`config.mk`:
```
export PLATFORM = sky130hd
export DESIGN_NAME = wdog_two_stage
export DESIGN_NICKNAME = d
export VERILOG_FILES = /design/src/rtl/wdog_pkg.sv /design/src/rtl/wdog_datapath.sv /design/src/rtl/wdog_ctrl.sv /design/src/rtl/wdog_two_stage.sv
export SDC_FILE = /design/constraint.sdc
export NUM_CORES = 1
export LEC_CHECK = 0
export BUFFER_PORTS_ARGS = -buffer_cell sky130_fd_sc_hd__buf_2
export CAP_MARGIN = 15
export CORE_UTILIZATION = 49
export CTS_CLUSTER_DIAMETER = 50
export DETAILED_ROUTE_END_ITERATION = 12
export PLACE_DENSITY = 0.79
export RECOVER_POWER = 100
export SKIP_LAST_GASP = 1
export SYNTH_ARGS = -nofsm -noshare
export SYNTH_HDL_FRONTEND = slang
export SYNTH_SLANG_ARGS = --single-unit
```
`constraint.sdc`:
```
create_clock -name clk -period 3.4 [get_ports clk]
set_input_delay 0.68 -clock clk [delete_from_list [all_inputs] [get_ports clk]]
set_output_delay 0.68 -clock clk [all_outputs]
set_load 0.005 [all_outputs]
```
`src/rtl/wdog_pkg.sv`:
```
package wdog_pkg;

  typedef enum logic [1:0] {
    STG_IDLE = 2'd0,
    STG_ONE  = 2'd1,
    STG_TWO  = 2'd2
  } stage_e;

  localparam logic [1:0] INT_NORMAL = 2'd0;
  localparam logic [1:0] INT_SMI    = 2'd2;

  // strobes from control to datapath
  typedef struct packed {
    logic loadFirst;
    logic loadSecond;
    logic run;
    logic restore;
  } dpCtrl_t;

endpackage

```
`src/rtl/wdog_datapath.sv`:
```
module wdog_datapath
  import wdog_pkg::*;
#(
  parameter int PRELOAD_W  = 20,
  parameter int SLOW_SHIFT = 15,
  parameter int FAST_SHIFT = 5
) (
  input  logic                 clk,
  input  logic                 rst_n,
  input  dpCtrl_t              ctl,
  input  logic                 fastScale,
  input  logic                 preloadWr,
  input  logic                 preloadSel,
  input  logic [PRELOAD_W-1:0] preloadData,
  output logic                 countZero
);

  localparam int MAX_SHIFT  = (SLOW_SHIFT > FAST_SHIFT) ? SLOW_SHIFT : FAST_SHIFT;
  localparam int CNT_W      = PRELOAD_W + MAX_SHIFT;
  localparam int NUM_STAGES = 2;

  logic [PRELOAD_W-1:0] preloadQ [NUM_STAGES];
  logic [CNT_W-1:0]     countQ;

  // one preload register per stage
  for (genvar g = 0; g < NUM_STAGES; g++) begin : gPreload
    always_ff @(posedge clk or negedge rst_n) begin
      if (!rst_n) begin
        preloadQ[g] <= '1;
      end else if (ctl.restore) begin
        preloadQ[g] <= '1;
      end else if (preloadWr && (32'(preloadSel) == g)) begin
        preloadQ[g] <= preloadData;
      end
    end
  end

  function automatic logic [CNT_W-1:0] scaleUp(input logic [PRELOAD_W-1:0] v,
                                               input logic fast);
    logic [CNT_W-1:0] wide;
    wide = CNT_W'(v);
    return fast ? (wide << FAST_SHIFT) : (wide << SLOW_SHIFT);
  endfunction

  always_ff @(posedge clk or negedge rst_n) begin
    if (!rst_n) begin
      countQ <= '0;
    end else if (ctl.loadFirst) begin
      countQ <= scaleUp(preloadQ[0], fastScale);
    end else if (ctl.loadSecond) begin
      countQ <= scaleUp(preloadQ[1], fastScale);
    end else if (ctl.run && (countQ != '0)) begin
      countQ <= countQ - 1'b1;
    end
  end

  assign countZero = (countQ == '0);

  // a nonzero first preload must never give an immediate expiry
  p_load_nonzero_r2: assert property (@(posedge clk) disable iff (!rst_n)
    (ctl.loadFirst && (preloadQ[0] != '0)) |=> !countZero);

  // watchdog reset puts both preloads back to all ones
  p_restore_defaults_r6: assert property (@(posedge clk) disable iff (!rst_n)
    ctl.restore |=> ((preloadQ[0] == '1) && (preloadQ[1] == '1)));

endmodule

```
`src/rtl/wdog_ctrl.sv`:
```
module wdog_ctrl
  import wdog_pkg::*;
(
  input  logic       clk,
  input  logic       rst_n,
  input  logic       porRst_n,
  input  logic       enable,
  input  logic       reload,
  input  logic       freeRun,
  input  logic       rebootEn,
  input  logic [1:0] intType,
  input  logic       flagClear,
  input  logic       countZero,
  output dpCtrl_t    ctl,
  output logic [1:0] stage,
  output logic       irqPulse,
  output logic       smiPulse,
  output logic       resetReq,
  output logic       prevReboot
);

  stage_e stageQ, stageD;
  logic   armedQ, armedD;
  logic   enablePrevQ;
  logic   irqD, smiD, rstD, setFlag;
  logic   enRise, expire;

  assign enRise = enable && !enablePrevQ;
  assign expire = (stageQ != STG_IDLE) && countZero;

  always_comb begin
    stageD         = stageQ;
    armedD         = armedQ;
    ctl.loadFirst  = 1'b0;
    ctl.loadSecond = 1'b0;
    ctl.restore    = 1'b0;
    ctl.run        = (stageQ != STG_IDLE);
    irqD           = 1'b0;
    smiD           = 1'b0;
    rstD           = 1'b0;
    setFlag        = 1'b0;
    if (!enable) begin
      stageD = STG_IDLE;
      armedD = 1'b0;
    end else if (enRise) begin
      armedD        = 1'b1;
      stageD        = STG_ONE;
      ctl.loadFirst = 1'b1;
    end else if (armedQ && reload) begin
      stageD        = STG_ONE;
      ctl.loadFirst = 1'b1;
    end else if (expire) begin
      if (stageQ == STG_ONE) begin
        stageD         = STG_TWO;
        ctl.loadSecond = 1'b1;
        irqD           = (intType == INT_NORMAL);
        smiD           = (intType == INT_SMI);
      end else if (rebootEn) begin
        rstD        = 1'b1;
        setFlag     = 1'b1;
        ctl.restore = 1'b1;
        armedD      = 1'b0;
        stageD      = STG_IDLE;
      end else if (freeRun) begin
        stageD        = STG_ONE;
        ctl.loadFirst = 1'b1;
      end else begin
        stageD = STG_IDLE;
      end
    end
  end

  always_ff @(posedge clk or negedge rst_n) begin
    if (!rst_n) begin
      stageQ      <= STG_IDLE;
      armedQ      <= 1'b0;
      enablePrevQ <= 1'b0;
      irqPulse    <= 1'b0;
      smiPulse    <= 1'b0;
      resetReq    <= 1'b0;
    end else begin
      stageQ      <= stageD;
      armedQ      <= armedD;
      enablePrevQ <= enable;
      irqPulse    <= irqD;
      smiPulse    <= smiD;
      resetReq    <= rstD;
    end
  end

  // sticky flag lives on the power-on reset only
  always_ff @(posedge clk or negedge porRst_n) begin
    if (!porRst_n) begin
      prevReboot <= 1'b0;
    end else if (setFlag) begin
      prevReboot <= 1'b1;
    end else if (flagClear) begin
      prevReboot <= 1'b0;
    end
  end

  assign stage = stageQ;

  p_stop_when_low_r3: assert property (@(posedge clk) disable iff (!rst_n)
    !enable |=> (stage == 2'd0));

  p_int_enters_two_r5: assert property (@(posedge clk) disable iff (!rst_n)
    (irqPulse || smiPulse) |-> (stage == 2'd2));

  p_pulses_exclusive_r5: assert property (@(posedge clk) disable iff (!rst_n)
    $onehot0({irqPulse, smiPulse, resetReq}));

  p_reset_sets_flag_r6: assert property (@(posedge clk) disable iff (!rst_n || !porRst_n)
    resetReq |-> (prevReboot && (stage == 2'd0)));

  p_reset_single_r6: assert property (@(posedge clk) disable iff (!rst_n)
    resetReq |=> !resetReq);

endmodule

```
`src/rtl/wdog_two_stage.sv`:
```
module wdog_two_stage
  import wdog_pkg::*;
#(
  parameter int PRELOAD_W  = 20,
  parameter int SLOW_SHIFT = 15,
  parameter int FAST_SHIFT = 5
) (
  input  logic                 clk,
  input  logic                 rst_n,
  input  logic                 porRst_n,
  input  logic                 enable,
  input  logic                 reload,
  input  logic                 freeRun,
  input  logic                 rebootEn,
  input  logic                 fastScale,
  input  logic [1:0]           intType,
  input  logic                 flagClear,
  input  logic                 preloadWr,
  input  logic                 preloadSel,
  input  logic [PRELOAD_W-1:0] preloadData,
  output logic                 irqPulse,
  output logic                 smiPulse,
  output logic                 resetReq,
  output logic [1:0]           stage,
  output logic                 prevReboot
);

  dpCtrl_t ctl;
  logic    countZero;

  wdog_ctrl uCtrl (
    .clk        (clk),
    .rst_n      (rst_n),
    .porRst_n   (porRst_n),
    .enable     (enable),
    .reload     (reload),
    .freeRun    (freeRun),
    .rebootEn   (rebootEn),
    .intType    (intType),
    .flagClear  (flagClear),
    .countZero  (countZero),
    .ctl        (ctl),
    .stage      (stage),
    .irqPulse   (irqPulse),
    .smiPulse   (smiPulse),
    .resetReq   (resetReq),
    .prevReboot (prevReboot)
  );

  wdog_datapath #(
    .PRELOAD_W  (PRELOAD_W),
    .SLOW_SHIFT (SLOW_SHIFT),
    .FAST_SHIFT (FAST_SHIFT)
  ) uDatapath (
    .clk         (clk),
    .rst_n       (rst_n),
    .ctl         (ctl),
    .fastScale   (fastScale),
    .preloadWr   (preloadWr),
    .preloadSel  (preloadSel),
    .preloadData (preloadData),
    .countZero   (countZero)
  );

endmodule

```
---- After elaboration in Yosys (flattened, before gate mapping) ----
Index checks and enable logic that the tools add are counted.
operators by class
  $add $sub $neg .......................... 1
  equality and inequality tests ........... 7
  multiplexer cells ....................... 50
  bitwise gates (word level) .............. 1
  reductions and logical operators ........ 16
operator list
  kind                     number
  $mux W35                 5
  $mux W20                 4
  $logic_not A35 Y1        1
  $reduce_bool A35 Y1      1
  $sub A35 B1 Y35 const B  1
  $mux W1                  34
  $mux W2                  7
  $reduce_bool A2 Y1       4
  $logic_and A1 B1 Y1      6
  $ne A3 B1 Y1 const B     2
  $ne A3 B2 Y1 const B     2
  $ne A4 B1 Y1 const B     1
  $reduce_and A4 Y1        1
  $reduce_bool A3 Y1       1
  $eq A2 B1 Y1 const B     1
  $eq A2 B2 Y1 const B     1
  $logic_not A2 Y1         1
  $logic_not A1 Y1         1
  $not A1 Y1               1
storage, ports and cells
  register bits after elaboration ......... 83
  output and inout port bits .............. 6
  logic and storage cells ................. 85

---- Logic depth before layout (Yosys ltp) ----
  depth after elaboration ................. 9
  depth in mapped cells ................... 10
  depth with buffers taken out ............ 9

---- Cells and area by module ----
A second synthesis with hierarchy kept.
unflattened totals
  cells, all modules ...................... 482
  area total of the unflattened synthesis .. 4,744.6 um^2
by module, submodules not included
  module         times used  cells each  area an instance (um^2)  seq. area each (um^2)
  wdog_datapath  1           452         4,411.7                  1,926.8
  wdog_ctrl      1           30          332.8                    200.2

---- Least setup slack after synthesis ----
No wires, ideal clock.
  path kind ............................... register to register
  start ................................... register uDatapath.countQ[0]
  end ..................................... register uDatapath.countQ[28]
  setup time .............................. 0.126 ns
  arrival ................................. 2.327 ns
  data required time ...................... 3.274 ns
  slack ................................... 0.948 ns
  stages on the path, launching flop included .. 11
  path buffers ............................ 2
  period minus slack after synthesis ...... 2.452 ns
  cells stage by stage .................... dfrtp_1 -> inv_1 -> ha_1 -> nor4b_2 -> and3_1 -> nand4_1 -> o21ai_1 -> clkbuf_1 -> clkbuf_1 -> o21ai_0 -> o2bb2ai_1
on the way
  longest elaborated chain between the ends .. 8
  elaborated cells on any way between the ends .. 15
RTL lines
  what                                                                     line                 text
  start: declaration                                                       wdog_datapath.sv:23  logic [CNT_W-1:0] countQ;
  start signal: assignment                                                 wdog_datapath.sv:49  countQ <= scaleUp(preloadQ[0], fastScale);
  start signal: assignment                                                 wdog_datapath.sv:51  countQ <= scaleUp(preloadQ[1], fastScale);
  start signal: assignment                                                 wdog_datapath.sv:53  countQ <= countQ - 1'b1;
  parallel branches: the longest is 8 deep, another holds $sub A35 B1 Y35  --
Parallel ways; which one is timed is not known. The select of a mux whose other input is x is not followed.
A chain may end at the register's enable or synchronous reset.

---- Final worst setup path ----
  start ................................... register uDatapath.countQ[0]
  end ..................................... register uDatapath.countQ[22]
The elaborated chain is that of the path after synthesis.

==> impl_summary.txt <==
----------------------------------------------------
[Timing]
  Worst slew margin ... -0.368
  Sum of negative setup slack ... 0 ns
  Setup repair after global routing missed its margin ... no
  Clock Skews ... 0.0165 ns
  Least-Margin Pin Slew ... 2.05 ns
  Time the worst path needs with I/O delays and setup ... 3.06 ns
  Portion of the clock cycle consumed by the worst path in the final layout ... 0.900
  Highest Clock Rate ... 327 MHz
  Pins Over Slew Limit ... 83
  Total count of hold-check failures in the final report ... 0
  Final setup violation count ... 0

[CTS]
  Count of cells resized by post-cts repair ... 0
  Register clock-pin slew on the reported worst setup and hold paths ... 0.09 ns
  Clk Tree Root Cell ... sky130_fd_sc_hd__clkbuf_8
  CTS tree ... done
  Setup Buffers After CTS ... 0
  H-Tree Level Count ... 3
  Clock buffer count from CTS ... 9
  Max Root-Sink Buffers ... 2
  Clock Sink Count ... 83
  Source-to-sink clock delay at the later pin of the worst-skew pair ... 0.37 ns
  CTS Hold Buffers Added ... 0

[Hold path]
  Hold WC Path Type ... input port to asynchronous set/reset pin

[Layout]
  Total inserted antenna cells ... 0
  Area overhead of the layout relative to synthesis ... 9.68%
  Final-stage net count ... 580
  Number of inserted filler cells in the final layout ... 856
  Share of final-layout standard cells stronger than drive strength 1 ... 0.205
  Post-route cell area ... 5220 µm²

[Power]
  P_leak ... 0.00234 µW
  Peak supply drop ... 313 µV
  Power after layout ... 3190 µW
  Power density over cell area ... 610 nW/µm²

[Routing]
  Residual DRC count ... 0
  Detailed-route via count ... 4,213
  DRT antenna net count ... 0
  WL/cell ... 19.3 µm
  Via-per-instance ratio ... 6.20
  Number of iterations in the first detailed-routing pass ... 5
  Final WL ... 13,100 µm
  Violation count after the first detailed-route iteration ... 298

[Die]
  I/O Pins ... 39
  Horizontal extent of the die ... 101 µm
  Site Rows ... 35
  Die height ... 101 µm
  Effective utilization at floorplan ... 0.510
  Overall die area ... 10,100 µm²
  Area inside the core boundary ... 9330 µm²

[Global route]
  Largest net degree at the start of global routing ... 83
  Remaining global-route overflow ... 0
  Global-route wire length before repair ... 21,300 µm
  Combined global-route utilization of all metal layers ... 0.276
  Number of antenna violations at the first check in global routing ... 0
  Via count of the first global-routing pass ... 4,071

[Worst setup path]
  FF-to-FF setup slack ... 0.34 ns
  Data required time at the worst endpoint ... 3.66 ns
  Type of destination of the critical path ... flop
  WS Path Type ... flop to flop
  Data arrival at the endpoint of the critical path ... 3.32 ns
  Startpoint type of the worst setup path ... flop
  Largest fanout on the critical path ... 26

[Synth]
  Synthesized net count ... 551
  Post-synthesis cell type with the largest combined area ... sky130_fd_sc_hd__dfrtp_1
  Count of flip-flops with a built-in enable after synthesis ... 0
  Top flip-flop cell by instance count after synthesis ... sky130_fd_sc_hd__dfrtp_1
  Proportion of synthesized flip-flops having asynchronous set or reset ... 1.00
  Area fraction of the dominant cell type after synthesis ... 0.226
  Yosys warnings ... 0
  Commonest cells in the netlist ... 70 x sky130_fd_sc_hd__nand2_1, 50 x sky130_fd_sc_hd__nand3_1, 44 x sky130_fd_sc_hd__nor2_1
  Ranking of synthesized cells by area ... sky130_fd_sc_hd__dfrtp_1 23%, sky130_fd_sc_hd__dfstp_2 22%, sky130_fd_sc_hd__mux2i_1 7.4%, sky130_fd_sc_hd__nand2_1 5.5%, sky130_fd_sc_hd__nand3_1 5.3%
  Post-synthesis instance total ... 517
  Number of flip-flops and latches in the synthesized netlist ... 83
  Netlist area before placement ... 4760 µm²
  Unique masters post-synth ... 64
  Sequential element share of the synthesized area ... 0.447
  Most frequently used cell type in the post-synthesis netlist ... sky130_fd_sc_hd__nand2_1
  Average instance area after synthesis ... 9.20 µm²

[Place]
  Global placer's final weighted congestion ... 0.917
  Count of input and output buffers ... 38
  Instance area at placement ... 5050 µm²
  DP HPWL ... 9260 µm

[Status]
  Failing checks ... capacitance limit, slew limit
  Run status ... finished, violations left

[Job]
  Number of max-cap violations ... 1

----------------------------------------------------
[sequential cells by signal, indices dropped and copies added, names as in the netlist]
register / flops
uCtrl.enablePrevQ: 1
uCtrl.resetReq: 1
uCtrl.smiPulse: 1
uDatapath.preloadQ: 40
uDatapath.countQ: 35
uCtrl.armedQ: 1
uCtrl.irqPulse: 1
uCtrl.prevReboot: 1
uCtrl.stage: 2
[cell type report]
cell class	instances	area (µm²)	area share
Tap cell	129	161	0.0309
Multi-Input combinational cell	397	2460	0.472
Clock buffer	10	128	0.0245
Sequential cell	83	2130	0.408
Inverter	8	30.0	0.00575
Timing Repair Buffer	47	238	0.0456
Clock inverter	6	70.1	0.0134
[cell usage in the layout (no fill, tap or decap), types with 3 or more instances in the layout]
| master | Yosys | routed |
|---|---|---|
| sky130_fd_sc_hd__clkbuf_1 | 22 | 8 |
| sky130_fd_sc_hd__clkbuf_2 | 0 | 3 |
| sky130_fd_sc_hd__o22a_1 | 8 | 8 |
| sky130_fd_sc_hd__or3_1 | 3 | 3 |
| sky130_fd_sc_hd__nor2_1 | 44 | 44 |
| sky130_fd_sc_hd__a211oi_1 | 4 | 4 |
| sky130_fd_sc_hd__or4_1 | 2 | 3 |
| sky130_fd_sc_hd__clkbuf_8 | 0 | 9 |
| sky130_fd_sc_hd__nand3_1 | 50 | 50 |
| sky130_fd_sc_hd__mux2i_1 | 35 | 35 |
| sky130_fd_sc_hd__dfstp_2 | 40 | 40 |
| sky130_fd_sc_hd__nand4_1 | 6 | 6 |
| sky130_fd_sc_hd__a41o_1 | 3 | 3 |
| sky130_fd_sc_hd__a21oi_1 | 20 | 21 |
| sky130_fd_sc_hd__a2bb2oi_1 | 3 | 3 |
| sky130_fd_sc_hd__o21ai_0 | 13 | 15 |
| sky130_fd_sc_hd__xor2_1 | 5 | 5 |
| sky130_fd_sc_hd__o22ai_1 | 7 | 7 |
| sky130_fd_sc_hd__buf_2 | 4 | 31 |
| sky130_fd_sc_hd__a31oi_1 | 12 | 12 |
| sky130_fd_sc_hd__a221oi_1 | 3 | 3 |
| sky130_fd_sc_hd__and3_1 | 4 | 4 |
| sky130_fd_sc_hd__xnor2_1 | 6 | 6 |
| sky130_fd_sc_hd__a22o_1 | 4 | 4 |
| sky130_fd_sc_hd__nor3_1 | 16 | 16 |
| sky130_fd_sc_hd__o21a_1 | 10 | 10 |
| sky130_fd_sc_hd__nand2_1 | 70 | 70 |
| sky130_fd_sc_hd__dfrtp_1 | 43 | 43 |
| sky130_fd_sc_hd__and2_1 | 3 | 3 |
| sky130_fd_sc_hd__nor4_1 | 9 | 9 |
| sky130_fd_sc_hd__inv_1 | 8 | 8 |
| sky130_fd_sc_hd__a22oi_1 | 13 | 13 |
| sky130_fd_sc_hd__a31o_2 | 3 | 3 |
| sky130_fd_sc_hd__buf_4 | 2 | 5 |
[through the flow]
step	cells	hold WS, ns	util	worst slack [ns]
2_1_floorplan	517	0.384	-	0.948
3_3_place_gp	664	0.415	0.542	0.533
3_5_place_dp	664	0.448	0.542	0.416
4_1_cts	680	0.0661	0.563	0.402
5_1_grt	680	0.0578	0.559	0.0790
6_report	680	0.0738	0.559	0.341
[layer usage]
metal,wire (µm),global-route usage,vias up
met5,0,0,-
met4,350,0.101,0
met3,900,0.0562,32
met2,5970,0.412,167
met1,5920,0.397,2056
li1,-,-,1958
[path summary, 6_finish.rpt]
check	to	cells after the start	start
max	uDatapath.countQ[22]$_DFFE_PN0P_	9	uDatapath.countQ[0]$_DFFE_PN0P_
min	uCtrl.prevReboot$_DFFE_PN0P_	1	porRst_n
max reg2reg	uDatapath.countQ[22]$_DFFE_PN0P_	9	uDatapath.countQ[0]$_DFFE_PN0P_
min in group clk	uCtrl.armedQ$_DFFE_PN0P_	1	uCtrl.enablePrevQ$_DFF_PN0_
max in group asynchronous	uCtrl.stage[1]$_DFFE_PN0P_	1	rst_n
min reg2reg	uCtrl.armedQ$_DFFE_PN0P_	1	uCtrl.enablePrevQ$_DFF_PN0_
[critical path, cell delays in order, from the launching register on]
cell and delay [ns]:
sky130_fd_sc_hd__dfrtp_1 0.43, sky130_fd_sc_hd__inv_1 0.09, sky130_fd_sc_hd__ha_1 0.22, sky130_fd_sc_hd__nor4b_1 0.28, sky130_fd_sc_hd__nand4_1 0.22, sky130_fd_sc_hd__or4_1 0.56, sky130_fd_sc_hd__and2_4 0.27, sky130_fd_sc_hd__o21ai_2 0.43
sky130_fd_sc_hd__nand2_1 0.12, sky130_fd_sc_hd__o32a_1 0.32
[report_power, final]
part / total, µW / switching [µW] / leakage [µW] / internal (µW)
clock network: 743 / 396 / 0.0000978 / 347
registers: 1520 / 279 / 0.000976 / 1240
logic: 927 / 538 / 0.00127 / 389
total: 3190 / 1210 / 0.00234 / 1970
[logic make-up (layout without fill, tap and decap cells)]
logic type / Yosys count / after routing / synth area share
AND/OR/NAND/NOR: 231 / 231 / 0.246
AO/OA/AOI/OAI: 118 / 118 / 0.174
buffers and inverters: 37 / 71 / 0.0334
XOR/XNOR: 11 / 11 / 0.0202
adder cells (fa/ha/maj): 1 / 1 / 0.00263
flip-flops: 83 / 83 / 0.447
multiplexers: 36 / 36 / 0.0760
No activity file was read; power rests on OpenSTA's default activity.
